$ cat config.mk
export PLATFORM = sky130hd
export DESIGN_NAME = spi_ram_port
export DESIGN_NICKNAME = d
export VERILOG_FILES = /design/src/rtl/spi_ram_pkg.sv /design/src/rtl/spi_pin_sync.sv /design/src/rtl/spi_rx_deser.sv /design/src/rtl/spi_tx_ser.sv /design/src/rtl/spi_frame_ctrl.sv /design/src/rtl/spi_ram_port.sv
export SDC_FILE = /design/constraint.sdc
export NUM_CORES = 1
export LEC_CHECK = 0
export ABC_AREA = 1
export ABC_CLOCK_PERIOD_IN_PS = 2100
export BUFFER_PORTS_ARGS = -buffer_cell sky130_fd_sc_hd__buf_2
export CORE_UTILIZATION = 57
export CTS_CLUSTER_DIAMETER = 40
export CTS_CLUSTER_SIZE = 24
export DETAILED_ROUTE_END_ITERATION = 16
export PLACE_DENSITY_LB_ADDON = 0.1
export RECOVER_POWER = 100
export SLEW_MARGIN = 20
export SYNTH_ARGS = -nofsm -noshare
export SYNTH_HDL_FRONTEND = slang
export SYNTH_SLANG_ARGS = --single-unit
$ cat constraint.sdc
create_clock -name clk -period 2.1 [get_ports clk]
set_clock_uncertainty 0.15 [all_clocks]
set_input_delay 0.105 -clock clk [delete_from_list [all_inputs] [get_ports clk]]
set_output_delay 0.105 -clock clk [all_outputs]
set_load 0.01 [all_outputs]
$ cat src/rtl/spi_ram_pkg.sv
// Package: shared constants and command decode for the serial RAM port.
// Assumes commands are one byte; bit 7 marks a RAM transfer and bit 0 its direction.
package spi_ram_pkg;

    localparam int BYTE_W = 8;

    typedef enum logic [1:0] {
        PH_CMD  = 2'd0,
        PH_ADDR = 2'd1,
        PH_DATA = 2'd2
    } frame_phase_t;

    // True when the command addresses data RAM
    function automatic logic cmd_is_mem(input logic [BYTE_W-1:0] c);
        return c[7];
    endfunction

    // True when the command reads data RAM
    function automatic logic cmd_is_read(input logic [BYTE_W-1:0] c);
        return c[7] & c[0];
    endfunction

endpackage

$ cat src/rtl/spi_pin_sync.sv
// Module: multi-bit level synchroniser for asynchronous pins.
// Each bit passes STAGES flops; RESET_VAL gives the idle level per bit.
// Assumes the pins are slow relative to clk and each level lasts at least two clocks.
module spi_pin_sync #(
    parameter int               WIDTH     = 3,
    parameter int               STAGES    = 2,
    parameter logic [WIDTH-1:0] RESET_VAL = '0
) (
    input  logic             clk,
    input  logic             rst_n,
    input  logic [WIDTH-1:0] pin_async,
    output logic [WIDTH-1:0] pin_sync
);

    logic [WIDTH-1:0] stage_q [STAGES];

    for (genvar s = 0; s < STAGES; s++) begin : g_stage
        if (s == 0) begin : g_first
            // Purpose: first capture of the raw pins
            always_ff @(posedge clk) begin
                if (!rst_n) stage_q[s] <= RESET_VAL;
                else        stage_q[s] <= pin_async;
            end
        end else begin : g_next
            // Purpose: further settling stages
            always_ff @(posedge clk) begin
                if (!rst_n) stage_q[s] <= RESET_VAL;
                else        stage_q[s] <= stage_q[s-1];
            end
        end
    end

    assign pin_sync = stage_q[STAGES-1];

endmodule

$ cat src/rtl/spi_rx_deser.sv
// Module: receive deserialiser. Shifts one bit per sample strobe, MSB first,
// and flags the bit that completes a byte with the assembled byte value.
// Assumes clear is held whenever the port is deselected.
module spi_rx_deser #(
    parameter int W = 8
) (
    input  logic         clk,
    input  logic         rst_n,
    input  logic         clear,
    input  logic         sample,
    input  logic         din,
    output logic         byte_done,
    output logic [W-1:0] byte_val
);

    localparam int          CW   = $clog2(W);
    localparam logic [CW-1:0] LAST = CW'(W - 1);

    logic [CW-1:0] bit_cnt;
    logic [W-2:0]  shreg;

    // Purpose: count received bits and hold the partial byte
    always_ff @(posedge clk) begin
        if (!rst_n || clear) begin
            bit_cnt <= '0;
            shreg   <= '0;
        end else if (sample) begin
            shreg   <= {shreg[W-3:0], din};
            bit_cnt <= (bit_cnt == LAST) ? '0 : bit_cnt + 1'b1;
        end
    end

    assign byte_done = sample && (bit_cnt == LAST);
    assign byte_val  = {shreg, din};

    // a deselect always leaves the bit counter at a byte boundary
    a_r8_cnt_cleared: assert property (@(posedge clk) disable iff (!rst_n)
        clear |=> (bit_cnt == '0));

endmodule

$ cat src/rtl/spi_tx_ser.sv
// Module: transmit serialiser. Loads a byte and presents one bit per shift
// strobe, MSB first, on a registered output.
// Assumes a load never falls in the same cycle as a shift strobe.
module spi_tx_ser #(
    parameter int W = 8
) (
    input  logic         clk,
    input  logic         rst_n,
    input  logic         clear,
    input  logic         load,
    input  logic [W-1:0] load_val,
    input  logic         shift,
    output logic         dout
);

    logic [W-1:0] shreg;

    // Purpose: hold the outgoing byte and step it out on each shift strobe
    always_ff @(posedge clk) begin
        if (!rst_n || clear) begin
            shreg <= '0;
            dout  <= 1'b0;
        end else if (load) begin
            shreg <= load_val;
        end else if (shift) begin
            dout  <= shreg[W-1];
            shreg <= {shreg[W-2:0], 1'b0};
        end
    end

    // output bit only moves on a shift strobe
    a_r5_dout_on_shift: assert property (@(posedge clk) disable iff (!rst_n)
        (!shift && !clear) |=> $stable(dout));

endmodule

$ cat src/rtl/spi_frame_ctrl.sv
// Module: transaction framer. Walks command, address and data bytes,
// drives the RAM port, keeps the last command and address, and raises
// the processor command pulse.
// Assumes the RAM returns read data the cycle after it samples ram_req.
module spi_frame_ctrl
    import spi_ram_pkg::*;
#(
    parameter int ADDR_BYTES = 2,
    parameter int ADDR_W     = ADDR_BYTES * BYTE_W
) (
    input  logic              clk,
    input  logic              rst_n,
    input  logic              active,
    input  logic              byte_done,
    input  logic [BYTE_W-1:0] byte_val,
    input  logic [BYTE_W-1:0] ram_rdata,
    output logic              ram_req,
    output logic              ram_we,
    output logic [ADDR_W-1:0] ram_addr,
    output logic [BYTE_W-1:0] ram_wdata,
    output logic [BYTE_W-1:0] last_cmd,
    output logic [ADDR_W-1:0] last_addr,
    output logic              cmd_irq,
    output logic              tx_load,
    output logic [BYTE_W-1:0] tx_val
);

    localparam int                IDX_W    = (ADDR_BYTES > 1) ? $clog2(ADDR_BYTES) : 1;
    localparam logic [IDX_W-1:0]  IDX_LAST = IDX_W'(ADDR_BYTES - 1);
    localparam logic [ADDR_W-1:0] ADDR_ONE = ADDR_W'(1);

    frame_phase_t      phase;
    logic [IDX_W-1:0]  addr_idx;
    logic [ADDR_W-1:0] addr_q;
    logic [ADDR_W-1:0] addr_next;
    logic [1:0]        rd_pipe;

    if (ADDR_W > BYTE_W) begin : g_wide
        // Purpose: append the received byte to the partial address
        always_comb addr_next = {addr_q[ADDR_W-BYTE_W-1:0], byte_val};
    end else begin : g_narrow
        // Purpose: single-byte address
        always_comb addr_next = byte_val;
    end

    // Purpose: frame state, RAM strobes, processor registers and read prefetch
    always_ff @(posedge clk) begin
        if (!rst_n) begin
            phase     <= PH_CMD;
            addr_idx  <= '0;
            addr_q    <= '0;
            rd_pipe   <= '0;
            ram_req   <= 1'b0;
            ram_we    <= 1'b0;
            ram_addr  <= '0;
            ram_wdata <= '0;
            last_cmd  <= '0;
            last_addr <= '0;
            cmd_irq   <= 1'b0;
            tx_load   <= 1'b0;
            tx_val    <= '0;
        end else begin
            ram_req <= 1'b0;
            ram_we  <= 1'b0;
            cmd_irq <= 1'b0;
            tx_load <= rd_pipe[1] & active;
            if (rd_pipe[1]) tx_val <= ram_rdata;
            rd_pipe <= {rd_pipe[0], 1'b0};
            if (!active) begin
                phase    <= PH_CMD;
                addr_idx <= '0;
                rd_pipe  <= '0;
            end else if (byte_done) begin
                case (phase)
                    PH_CMD: begin
                        last_cmd <= byte_val;
                        cmd_irq  <= !cmd_is_mem(byte_val);
                        addr_idx <= '0;
                        phase    <= PH_ADDR;
                    end
                    PH_ADDR: begin
                        addr_q <= addr_next;
                        if (addr_idx == IDX_LAST) begin
                            last_addr <= addr_next;
                            phase     <= PH_DATA;
                            if (cmd_is_read(last_cmd)) begin
                                ram_req  <= 1'b1;
                                ram_addr <= addr_next;
                                rd_pipe  <= 2'b01;
                            end
                        end else begin
                            addr_idx <= addr_idx + 1'b1;
                        end
                    end
                    PH_DATA: begin
                        if (cmd_is_read(last_cmd)) begin
                            ram_req  <= 1'b1;
                            ram_addr <= addr_q + ADDR_ONE;
                            addr_q   <= addr_q + ADDR_ONE;
                            rd_pipe  <= 2'b01;
                        end else if (cmd_is_mem(last_cmd)) begin
                            ram_req   <= 1'b1;
                            ram_we    <= 1'b1;
                            ram_addr  <= addr_q;
                            ram_wdata <= byte_val;
                            addr_q    <= addr_q + ADDR_ONE;
                        end
                    end
                    default: phase <= PH_CMD;
                endcase
            end
        end
    end

    // the command pulse lasts one cycle
    a_r7_irq_single: assert property (@(posedge clk) disable iff (!rst_n)
        cmd_irq |=> !cmd_irq);
    // the command pulse never coincides with a RAM access
    a_r7_irq_no_ram: assert property (@(posedge clk) disable iff (!rst_n)
        cmd_irq |-> !ram_req);
    // a read strobe is a single cycle
    a_r5_read_pulse: assert property (@(posedge clk) disable iff (!rst_n)
        (ram_req && !ram_we) |=> !ram_req);
    // stored address moves only when a byte completes
    a_r6_addr_hold: assert property (@(posedge clk) disable iff (!rst_n)
        !byte_done |=> $stable(last_addr));
    // no RAM activity while inactive
    a_r2_no_ram_idle: assert property (@(posedge clk) disable iff (!rst_n)
        !active |=> !ram_req);

endmodule

$ cat src/rtl/spi_ram_port.sv
// Module: top of the serial RAM access slave. Synchronises the pins,
// detects serial clock edges and joins the deserialiser, serialiser and framer.
// Assumes each serial clock phase lasts at least four system clocks.
module spi_ram_port
    import spi_ram_pkg::*;
#(
    parameter int ADDR_BYTES  = 2,
    parameter int SYNC_STAGES = 2,
    parameter int ADDR_W      = ADDR_BYTES * BYTE_W
) (
    input  logic              clk,
    input  logic              rst_n,
    input  logic              port_en,
    input  logic              spi_cs_n,
    input  logic              spi_clk,
    input  logic              spi_mosi,
    output logic              spi_miso,
    output logic              spi_miso_oe,
    output logic              ram_req,
    output logic              ram_we,
    output logic [ADDR_W-1:0] ram_addr,
    output logic [BYTE_W-1:0] ram_wdata,
    input  logic [BYTE_W-1:0] ram_rdata,
    output logic [BYTE_W-1:0] last_cmd,
    output logic [ADDR_W-1:0] last_addr,
    output logic              cmd_irq
);

    logic [2:0]        pins_sync;
    logic              cs_lvl, sclk_lvl, mosi_lvl, sclk_d;
    logic              sclk_rise, sclk_fall, active;
    logic              byte_done, tx_load;
    logic [BYTE_W-1:0] byte_val, tx_val;

    spi_pin_sync #(
        .WIDTH    (3),
        .STAGES   (SYNC_STAGES),
        .RESET_VAL(3'b001)
    ) u_sync (
        .clk      (clk),
        .rst_n    (rst_n),
        .pin_async({spi_mosi, spi_clk, spi_cs_n}),
        .pin_sync (pins_sync)
    );

    assign cs_lvl   = pins_sync[0];
    assign sclk_lvl = pins_sync[1];
    assign mosi_lvl = pins_sync[2];
    assign active   = port_en & ~cs_lvl;

    // Purpose: previous serial clock level for edge detection
    always_ff @(posedge clk) begin
        if (!rst_n) sclk_d <= 1'b0;
        else        sclk_d <= sclk_lvl;
    end

    assign sclk_rise = active & sclk_lvl & ~sclk_d;
    assign sclk_fall = active & ~sclk_lvl & sclk_d;

    // Purpose: drive the output only while selected and enabled
    always_ff @(posedge clk) begin
        if (!rst_n) spi_miso_oe <= 1'b0;
        else        spi_miso_oe <= active;
    end

    spi_rx_deser #(.W(BYTE_W)) u_rx (
        .clk      (clk),
        .rst_n    (rst_n),
        .clear    (!active),
        .sample   (sclk_rise),
        .din      (mosi_lvl),
        .byte_done(byte_done),
        .byte_val (byte_val)
    );

    spi_tx_ser #(.W(BYTE_W)) u_tx (
        .clk     (clk),
        .rst_n   (rst_n),
        .clear   (!active),
        .load    (tx_load),
        .load_val(tx_val),
        .shift   (sclk_fall),
        .dout    (spi_miso)
    );

    spi_frame_ctrl #(.ADDR_BYTES(ADDR_BYTES), .ADDR_W(ADDR_W)) u_frame (
        .clk      (clk),
        .rst_n    (rst_n),
        .active   (active),
        .byte_done(byte_done),
        .byte_val (byte_val),
        .ram_rdata(ram_rdata),
        .ram_req  (ram_req),
        .ram_we   (ram_we),
        .ram_addr (ram_addr),
        .ram_wdata(ram_wdata),
        .last_cmd (last_cmd),
        .last_addr(last_addr),
        .cmd_irq  (cmd_irq),
        .tx_load  (tx_load),
        .tx_val   (tx_val)
    );

    // deselected or disabled port releases the output next cycle
    a_r1_oe_off: assert property (@(posedge clk) disable iff (!rst_n)
        (cs_lvl || !port_en) |=> !spi_miso_oe);
    // disabled port issues no command pulse
    a_r2_no_irq_off: assert property (@(posedge clk) disable iff (!rst_n)
        !port_en |=> !cmd_irq);

endmodule

# Yosys cells after proc, flatten, opt, wreduce, memory -nomap -nowiden
# Memory sizes are Yosys's and may differ from the RTL's.
# Cells that the tools add are included.
# word_totals
ff_bits,102
latchBits,0
ram_bits,6
rom_bits,0
inputBits,14
output_inout_bits,53
elab_cells,97
memories,1
# memory_table
memory,depth,word_bits,rd,rd_ports_with_merged_regs,write_ports,line_no,source
u_sync.stage_q,2,3,2,0,2,spi_pin_sync.sv:15,logic [WIDTH-1:0] stage_q [STAGES];
# classes
addsub,3
mul,0
div_mod_pow,0
n_lt_le_gt_ge,0
n_eq_ne,6
n_shift,0
mux,28
bitwise,18
n_reduce_logical,21
# op_table
operator,n
2-to-1 mux 16 bit,6
one-hot mux 16 bit (2 select lines),2
adder 16 x 1 -> 16 bit (second input constant),1
2-to-1 mux 8 bit,2
AND reduction 4 bit,3
2-to-1 mux 3 bit,3
inverter 1 bit,9
AND reduction 3 bit,3
2-to-1 mux 2 bit,4
AND 1 bit,7
2-to-1 mux 1 bit,7
one-hot mux 2 bit (3 select lines),1
AND reduction 2 bit,3
AND reduction 6 bit,1
nonzero test 2 bit,3
AND reduction 5 bit,1
OR reduction 5 bit,1
inequality test 2 x 1 -> 1 bit (second input constant),2
one-hot mux 1 bit (2 select lines),2
one-hot mux 2 bit (2 select lines),1
adder 3 x 1 -> 3 bit (second input constant),1
equality test 3 bit (second input constant),1
logical NOT 1 bit,3
inequality test 3 x 1 -> 1 bit (second input constant),1
other kinds (7),8

# Logic depth before layout (Yosys ltp)
# Gate-level depths: netlist (run 1).
# logic_depth
depth_word,7
mapped_depth,10
depth_no_buf,10

# Cells and area by module
# Synthesis (run 1) repeated with hierarchy kept, for this count alone.
# unflattened
hier_cells,643
area_unflattened_um2,4713.3
# by_module_without_submodules
module,instances,cells_per_inst,area_each_um2,seq_area_each_um2
spi_frame_ctrl,1,495,3597.2,1621.6
spi_tx_ser,1,64,456.7,180.2
spi_rx_deser,1,51,397.9,200.2
spi_pin_sync,1,18,165.2,120.1
spi_ram_port,1,15,96.3,40.0

# Worst setup path after synthesis (run 1)
# No wires, ideal clock.
# synth_path
kind,register -> register
start,register u_frame.phase[1]
end,register u_frame.ram_addr[7]
setup_ns,0.117
t_arrival_ns,1.523
required_time_ns,1.833
setup_slack_ns,0.309
path_stages_with_launch,10
path_buffers,1
synth_period_minus_slack_ns,1.791
cell_sequence,dfxtp_1 -> inv_1 -> ha_1 -> a21boi_2 -> nand2_1 -> nor2_4 -> buf_6 -> nand3b_1 -> nor2_1 -> nor2_1
# synth_via
elab_chain_len,3
elab_cells_between_ends,8
cone_classes,eq/ne: 5; mux: 1; reduce/logical: 2
# synth_rtl
item,line_no,source
from (decl),spi_frame_ctrl.sv:32,frame_phase_t phase;
from (signal assigned),spi_frame_ctrl.sv:49,phase <= PH_CMD;
from (signal assigned),spi_frame_ctrl.sv:70,phase <= PH_CMD;
from (signal assigned),spi_frame_ctrl.sv:79,phase <= PH_ADDR;
equality test 2 bit / equality test 2 x 1 -> 1 bit (equally long branches),spi_frame_ctrl.sv:74,case (phase)
"inequality test 3 x 1 -> 1 bit (no line), or another cell as far along",--,
AND reduction 6 bit (no line),--,
to (signal assigned),spi_frame_ctrl.sv:88,ram_addr <= addr_next;
to (signal assigned),spi_frame_ctrl.sv:98,ram_addr <= addr_q + ADDR_ONE;
to (signal assigned),spi_frame_ctrl.sv:104,ram_addr <= addr_q;
to (decl),spi_frame_ctrl.sv:19,"output logic [ADDR_W-1:0] ram_addr,"
# Several ways; a longest one is shown, not always the timed one.
# A chain may end at the register's enable or synchronous reset.

# Worst setup path after layout (run 1)
# layout_path
start,register u_rx.bit_cnt[0]
end,register u_frame.last_addr[11]
# layout_via
elab_chain_len,3
# layout_rtl
item,line_no,source
from (decl),spi_rx_deser.sv:19,logic [CW-1:0] bit_cnt;
from (signal assigned),spi_rx_deser.sv:29,bit_cnt <= (bit_cnt == LAST) ? '0 : bit_cnt + 1'b1;
equality test 3 bit,spi_rx_deser.sv:33,assign byte_done = sample && (bit_cnt == LAST);
logical AND 1 bit,spi_rx_deser.sv:33,
AND reduction 4 bit (no line),--,
to (signal assigned),spi_frame_ctrl.sv:84,last_addr <= addr_next;
to (decl),spi_frame_ctrl.sv:22,"output logic [ADDR_W-1:0] last_addr,"
# Every way passes these cells.

==> results of run 1 <==
==> cell usage in the layout, fill, tap and decap left out, types with 2 or more instances in the layout <==
| cell | count |
|---|---|
| nor2_4 | 4 |
| buf_12 | 2 |
| clkbuf_8 | 10 |
| nand3_1 | 24 |
| dfxtp_1 | 107 |
| nand4_1 | 5 |
| buf_2 | 66 |
| o22ai_1 | 8 |
| o21ai_1 | 5 |
| nor2_8 | 2 |
| buf_4 | 18 |
| inv_8 | 3 |
| nor2_1 | 102 |
| nor3_1 | 3 |
| nand3b_1 | 4 |
| or2_2 | 3 |
| dlygate4sd3_1 | 12 |
| nor2_2 | 3 |
| ha_1 | 7 |
| nand2_4 | 4 |
| inv_1 | 48 |
| nand2_2 | 2 |
| inv_2 | 5 |
| a31oi_1 | 8 |
| o21ai_0 | 89 |
| inv_4 | 2 |
| a21oi_1 | 64 |
| nand2_1 | 91 |
==> worst paths after layout <==
| path | endpoint | slack [ps] |
|---|---|---|
| max reg2reg | u_frame.last_addr[11] | 130 |
| min reg2reg | u_sync.stage_q[1][1] | 270 |
| max | u_frame.last_addr[11] | 130 |
| min | u_frame.addr_q[1] | 20 |
==> synth_stat cells <==
cell type / n / share of area (%)
a211oi_1: 1 / 0.16
a21boi_0: 1 / 0.16
a21boi_2: 1 / 0.24
a21oi_1: 65 / 7.0
a31oi_1: 8 / 1.1
a41oi_1: 1 / 0.19
buf_1: 1 / 0.080
buf_2: 8 / 0.86
buf_4: 4 / 0.64
buf_6: 3 / 0.72
clkbuf_1: 11 / 0.89
clkbuf_2: 1 / 0.11
clkinv_1: 1 / 0.080
dfxtp_1: 108 / 46
ha_1: 7 / 1.9
inv_1: 48 / 3.9
inv_2: 7 / 0.56
nand2_1: 91 / 7.3
nand2_2: 2 / 0.27
nand2_4: 4 / 0.97
nand3_1: 24 / 2.6
nand3b_1: 4 / 0.64
nand4_1: 5 / 0.67
nor2_1: 102 / 8.2
nor2_2: 3 / 0.40
nor2_4: 3 / 0.72
nor2_8: 2 / 0.86
nor3_1: 3 / 0.32
nor3b_1: 1 / 0.16
o211a_1: 1 / 0.21
o21ai_0: 89 / 9.6
o21ai_1: 5 / 0.54
o22ai_1: 8 / 1.1
or2_2: 3 / 0.40
xor2_1: 1 / 0.19
==> cells by family (layout without fill, tap and decap cells) <==
group,count (synthesis),count (layout)
and+or+nand+nor,247,248
AOI/OAI and AO/OA,180,180
DFF,108,108
buffers and inverters,84,171
adders and majority gates,7,7
xor gates and xnor gates,1,1
==> critical path: stages, from the launching register on <==
cell and delay (ps):
dfxtp_1 370, ha_1 190, ha_1 240, inv_1 120
nor2_8 190, nand2_4 120, nor2_8 190, inv_4 110
nor2_1 130, nor2_1 60
==> metrics by stage <==
step	setup TNS [ps]	utilization [%]
5_1_grt	-100	70.8
6_report	0	70.8
4_1_cts	0	69.7
3_5_place_dp	0	65.2
2_1_floorplan	0	-
3_3_place_gp	0	65.2
==> layout make-up <==
cell class                      instances  area (um2)  share of cell area (%)
Clock buffer                           10         138                    2.49
Sequential cell                       108        2160                    39.1
Clock inverter                          6        88.8                    1.61
Tap cell                              102         128                    2.31
Timing Repair Buffer                   99         637                    11.5
Inverter                               56         215                    3.89
Multi-Input combinational cell        436        2160                    39.0
==> what timing repair did <==
action / 4_1_cts / 5_1_grt
buffers inserted: 0 / 4
endpoints found under the hold margin: 12 / 0
endpoints found under the setup margin: 0 / 35
resized for setup: 0 / 7
hold buffers: 12 / 0
==> per-layer routing <==
layer	track usage [%]	up-vias
li1	-	2240
met1	35.9	2093
met2	48.3	174
met3	4.93	31
met4	11.7	0
met5	0	-
==> sequential cells by signal (all words and copies together), names as in the netlist, 2 cells and up <==
name and count:
u_rx.shreg 7, u_sync.stage_q 6, u_rx.bit_cnt 3, u_frame.rd_pipe 2, u_frame.tx_val 8, u_frame.last_addr 16
u_frame.phase 2, u_frame.addr_q 16, u_frame.ram_wdata 8, u_tx.shreg 8, u_frame.last_cmd 8, u_frame.ram_addr 16
==> power by group through the flow <==
stage	Combinational [mW]	Clock, mW	Sequential [mW]
after floorplan	0.0341	0	2.10
after global placement	0.0543	0	2.10
after detailed placement	0.0556	0	2.10
after CTS	0.0729	1.42	2.06
after global routing	0.0796	1.49	2.06
final	0.0730	1.39	2.06
==> summary.md, run 1 <==
| Metric | Value |
|---|---|
| Antenna-violating nets left | `0` |
| Post-DP HPWL | `between 8 and 9 mm` |
| Fin cells | `817` |
| Final #Nets | `roughly 730` |
| Clk network pwr share | `just under 40%` |
| Post-synthesis sequential area ratio | `around 46%` |
| Syn avg cell area | `roughly 7.4 um2` |
| Antenna cells | `0` |
| Die height | `~92 um` |
| Worst Hold Depth | `3` |
| WL per Instance | `about 15 um` |
| Power share of the sequential group | `58.4%` |
| Vias | `between 4000 and 5000` |
| Tot GR Track Use | `28.6%` |
| Synth cell types | `35` |
| CP Class | `register to register` |
| Met2 routed WL | `between 5 and 6 mm` |
| FF+latch count, synth | `~110` |
| Worst-path fanout max | `16` |
| Routed WL | `roughly 12 mm` |
| Period utilisation layout | `93.9%` |
| Fin. max-slew vios | `0` |
| Final Power | `approximately 3.5 mW` |
| Die ar. | `8540 um2` |
| Power Dens Cells | `roughly 640 nW/um2` |
| Drt initial violations | `between 300 and 400` |
| Top Layer Used | `met4` |
| Top-level I/O count | `67` |
| Worst setup SP type | `register` |
| Port Buf Inserts | `66` |
| Combinational Power Share | `approximately 2.1%` |
| Status | `finished, final reports clean` |
| Initial core utilization | `between 50% and 60%` |
| Final hold slack | `between 20 and 25 ps` |
| # H-tree levels | `3` |
| Final hold vios | `0` |
| Metal3 WL | `between 700 and 800 um` |
| DRT Pass-1 Iters | `5` |
| Ratio of cells with drive above 1 in the final layout | `a little under a fifth` |
| Static leakage | `about 2.5 nW` |
| Fillers | `between 600 and 700` |
| Area Growth Syn to Fin | `18.6%` |
| Core ar. | `a little under 8000 um2` |
| Synthesized net count | `about 650` |
| Largest family of logic cells by synthesized area | `simple AND/OR/NAND/NOR gates` |
| Reg2reg start | `u_rx.bit_cnt[0]` |
| Num CTS Buffers | `9` |
| Setup ws final | `129 ps` |
| Synth Area in XOR/XNOR | `less than 1%` |
| CTS Buffer Depth | `2` |
| Placer Congestion | `0.929` |
| Root Driver | `clkbuf_8` |
| Synth warn | `0` |
| Dpl ws | `approximately 65 ps` |
| Synth Instances | `627` |
| Via/cell ratio | `between 5 and 6` |
| Maxcap violations | `0` |
| Post-synthesis adder-cell area fraction | `approximately 1.9%` |
| Sw Share | `23.1%` |
| CP startpoint | `u_rx.bit_cnt[0]` |
| Setup-failing EPs final | `0` |
| Setup crit end kind | `register` |
| CP required | `approximately 2200 ps` |
| F_max | `slightly above 500 MHz` |
| Reg2Reg Depth | `9` |
| Crit path time final | `~2000 ps` |
| DRC | `0` |
| Synthesized area | `about 4700 um2` |
| Die width | `between 90 and 100 um` |
| CTS clock-pin slew for the worst setup and hold paths | `110 ps` |
| WP data arrival | `around 2100 ps` |
| Worst hold start | `rst_n` |
| Met1 Wirelength | `roughly 5.2 mm` |
| CTS tree | `built` |
| Placed cells | `just under 800` |
| Complex-gate fraction of the synthesized area | `20.2%` |
| First-pass GRT wire length | `about 19 mm` |
| P_sw | `0.813 mW` |
| Slew @ Worst Pin | `around 700 ps` |
| # rows | `32` |
| Total placed instance area | `5090 um2` |
| Final instance area | `between 5000 and 6000 um2` |
| Peak VDD IR | `roughly 0.43 mV` |
| Vias in the first global route | `roughly 4100` |
| Unrepaired setup endpoints after global routing | `true` |
| Grt ovf | `0` |
| Max transition margin | `between 50% and 60%` |
| Initial antenna violation count | `0` |
| Largest net degree at the start of global routing | `73` |
| Cell-internal power | `between 2 and 3 mW` |
| Mux share of post-synthesis cell area | `0%` |
| Simple-Gate Fraction of Synth Area | `about a quarter` |
| Hold Crit Class | `primary input to register` |
| Latest clock arrival within the worst-skew pair | `370 ps` |
| TritonCTS Sinks | `~110` |
Power figures use the tool's default switching activity.
==> run 2: changes to the inputs <==
--- a/config.mk
+++ b/config.mk
@@ -7,12 +7,13 @@
 export LEC_CHECK = 0
 export ABC_AREA = 1
 export ABC_CLOCK_PERIOD_IN_PS = 2100
-export BUFFER_PORTS_ARGS = -buffer_cell sky130_fd_sc_hd__buf_2
-export CORE_UTILIZATION = 57
+export CORE_UTILIZATION = 60
 export CTS_CLUSTER_DIAMETER = 40
 export CTS_CLUSTER_SIZE = 24
 export DETAILED_ROUTE_END_ITERATION = 16
-export PLACE_DENSITY_LB_ADDON = 0.1
+export DONT_BUFFER_PORTS = 1
+export GPL_TIMING_DRIVEN = 1
+export PLACE_DENSITY = 0.8
 export RECOVER_POWER = 100
 export SLEW_MARGIN = 20
 export SYNTH_ARGS = -nofsm -noshare
==> summary.md, run 2 (synthesis results as in run 1) <==
| Metric | Value |
|---|---|
| Status | `finished, final reports clean` |
| Vias in the first global route | `just over 4000` |
| Initial core utilization | `~63%` |
| Max transition margin | `50.1%` |
| CP required | `between 2000 and 2500 ps` |
| Slowest stage delay, CP | `between 300 and 400 ps` |
| Largest regs | `u_frame.addr_q: 16 flops, u_frame.last_addr: 16 flops, u_frame.ram_addr: 16 flops` |
| TritonCTS Sinks | `about 110` |
| R2R Path End | `u_frame.ram_addr[4]` |
| Total placed instance area | `about 4700 um2` |
| Area Growth Syn to Fin | `10.1%` |
| Metal3 WL | `about 860 um` |
| CTS clock-pin slew for the worst setup and hold paths | `about 100 ps` |
| Worst hold start | `spi_cs_n` |
| Setup ws final | `slightly above 100 ps` |
| Crit path time final | `2000 ps` |
| Antenna-violating nets left | `0` |
| Power Dens Cells | `roughly 650 nW/um2` |
| Slew @ Worst Pin | `between 700 and 800 ps` |
| Fin. max-slew vios | `0` |
| Hold Crit Class | `primary input to register` |
| DRC | `0` |
| Final Power | `around 3.3 mW` |
| Critical-path cell list | `inv_1, ha_1, buf_12, nand2_1, inv_1, nand2_1, nand3_1, o21ai_0, inv_1` |
| Latest clock arrival within the worst-skew pair | `approximately 360 ps` |
| Peak VDD IR | `between 0.4 and 0.5 mV` |
| WL per Instance | `15.8 um` |
| Die height | `90.1 um` |
| Dpl ws | `-3.32 ps` |
| Top-level I/O count | `67` |
| Most frequent cell on the critical path | `inv_1` |
| Antenna cells | `0` |
| Most common cell after layout, fill and taps aside | `dfxtp_1` |
| Period utilisation layout | `between 90% and 100%` |
| Static leakage | `approximately 2.1 nW` |
| Placer Congestion | `~0.90` |
| First-pass GRT wire length | `between 15 and 20 mm` |
| CTS Buffer Depth | `2` |
| Routed WL | `about 12 mm` |
| Via/cell ratio | `approximately 5.8` |
| WP data arrival | `2110 ps` |
| Post-DP HPWL | `between 7 and 8 mm` |
| Top Layer Used | `met4` |
| Met2 routed WL | `roughly 5.7 mm` |
| Hold Path Sink | `u_sync.stage_q[0][0]` |
| Grt ovf | `0` |
| Die ar. | `between 8000 and 9000 um2` |
| Reg2Reg Depth | `9` |
| # H-tree levels | `3` |
| DRT Pass-1 Iters | `5` |
| CP Class | `register to register` |
| Setup crit end kind | `register` |
| Tot GR Track Use | `about 29%` |
| Initial antenna violation count | `0` |
| Util after Layout | `between 60 and 70%` |
| Final #Nets | `approximately 670` |
| Met1 Wirelength | `5.01 mm` |
| Worst-path fanout max | `38` |
| Maxcap violations | `0` |
| Core ar. | `~7400 um2` |
| Largest net degree at the start of global routing | `73` |
| Most frequent cells in the layout | `dfxtp_1, nor2_1, nand2_1, o21ai_0, a21oi_1` |
| Final instance area | `5130 um2` |
| CP startpoint | `u_frame.phase[0]` |
| F_max | `roughly 500 MHz` |
| Final hold vios | `0` |
| Setup-failing EPs final | `0` |
| Die width | `about 90 um` |
| CTS tree | `built` |
| # rows | `31` |
| Port Buf Inserts | `0` |
| Drt initial violations | `around 370` |
| Vias | `4332` |
| Reg2reg start | `u_frame.phase[0]` |
| Ratio of cells with drive above 1 in the final layout | `~9.2%` |
| Root Driver | `clkbuf_8` |
| Num CTS Buffers | `9` |
| Critical Path Slowest Stage Cell | `dfxtp_1` |
| Worst setup SP type | `register` |
| FF-to-FF setup slack | `between 100 and 150 ps` |
| Worst Hold Depth | `2` |
## run 2: final cells by class
cell class | instances | area, um2
tap | 99 | 124
clock inverter | 6 | 45.0
clock buffer | 10 | 138
multi-input combinational | 436 | 2130
inverter | 56 | 214
timing repair buffer | 33 | 312
timing repair inverter | 1 | 5.00
sequential | 108 | 2160
fill | 631 | 2240
## run 2: per-layer routing
metal  vias up  GRT usage, %
met3        34          5.67
met5         -             0
li1       2094             -
met1      2010          35.8
met2       194          48.5
met4         0          12.5
## run 2: worst max-delay path by stage
stage | to | slack (ps) | cells after the start
final | u_frame.ram_addr[4] | 100 | 9
after global routing | u_frame.ram_addr[4] | -0.9 | 10
after CTS | u_frame.ram_addr[4] | 4 | 10
after detailed placement | u_frame.ram_addr[4] | -3 | 10
after global placement | u_frame.ram_addr[3] | 140 | 9
after floorplan | u_frame.ram_addr[7] | 310 | 9
## run 2: what timing repair did
item,4_1_cts,5_1_grt
hold buffers,16,0
setup endpoints to repair,1,13
endpoints found under the hold margin,82,0
pin swaps,1,1
setup buffers,0,4
resized for setup,0,4
gates cloned,0,2
## run 2: power by group
| group | total [mW] | internal [mW] | switching (mW) | leakage [nW] |
|---|---|---|---|---|
| sequential | 2.06 | 2.05 | 0.00394 | 0.871 |
| combinational | 0.0715 | 0.0328 | 0.0387 | 1.15 |
| clock | 1.19 | 0.473 | 0.714 | 0.0906 |
| total | 3.31 | 2.56 | 0.757 | 2.11 |
## run 2: critical path: cells and delay by family, from the launching register on
family,cells,cell delay (ps)
buf+inv,4,560
compound gates,1,160
simple gates,3,400
fa+ha+maj,1,270
flops,1,350
## run 2: metrics by stage
step / hold WS [ps] / std cells / TNS (ps)
after floorplan: 52.6 / 627 / 0
after global placement: 55.8 / 711 / 0
after detailed placement: 59.0 / 711 / -3.32
after CTS: 217 / 743 / 0
after global routing: 216 / 749 / -0.922
final: 219 / 749 / 0
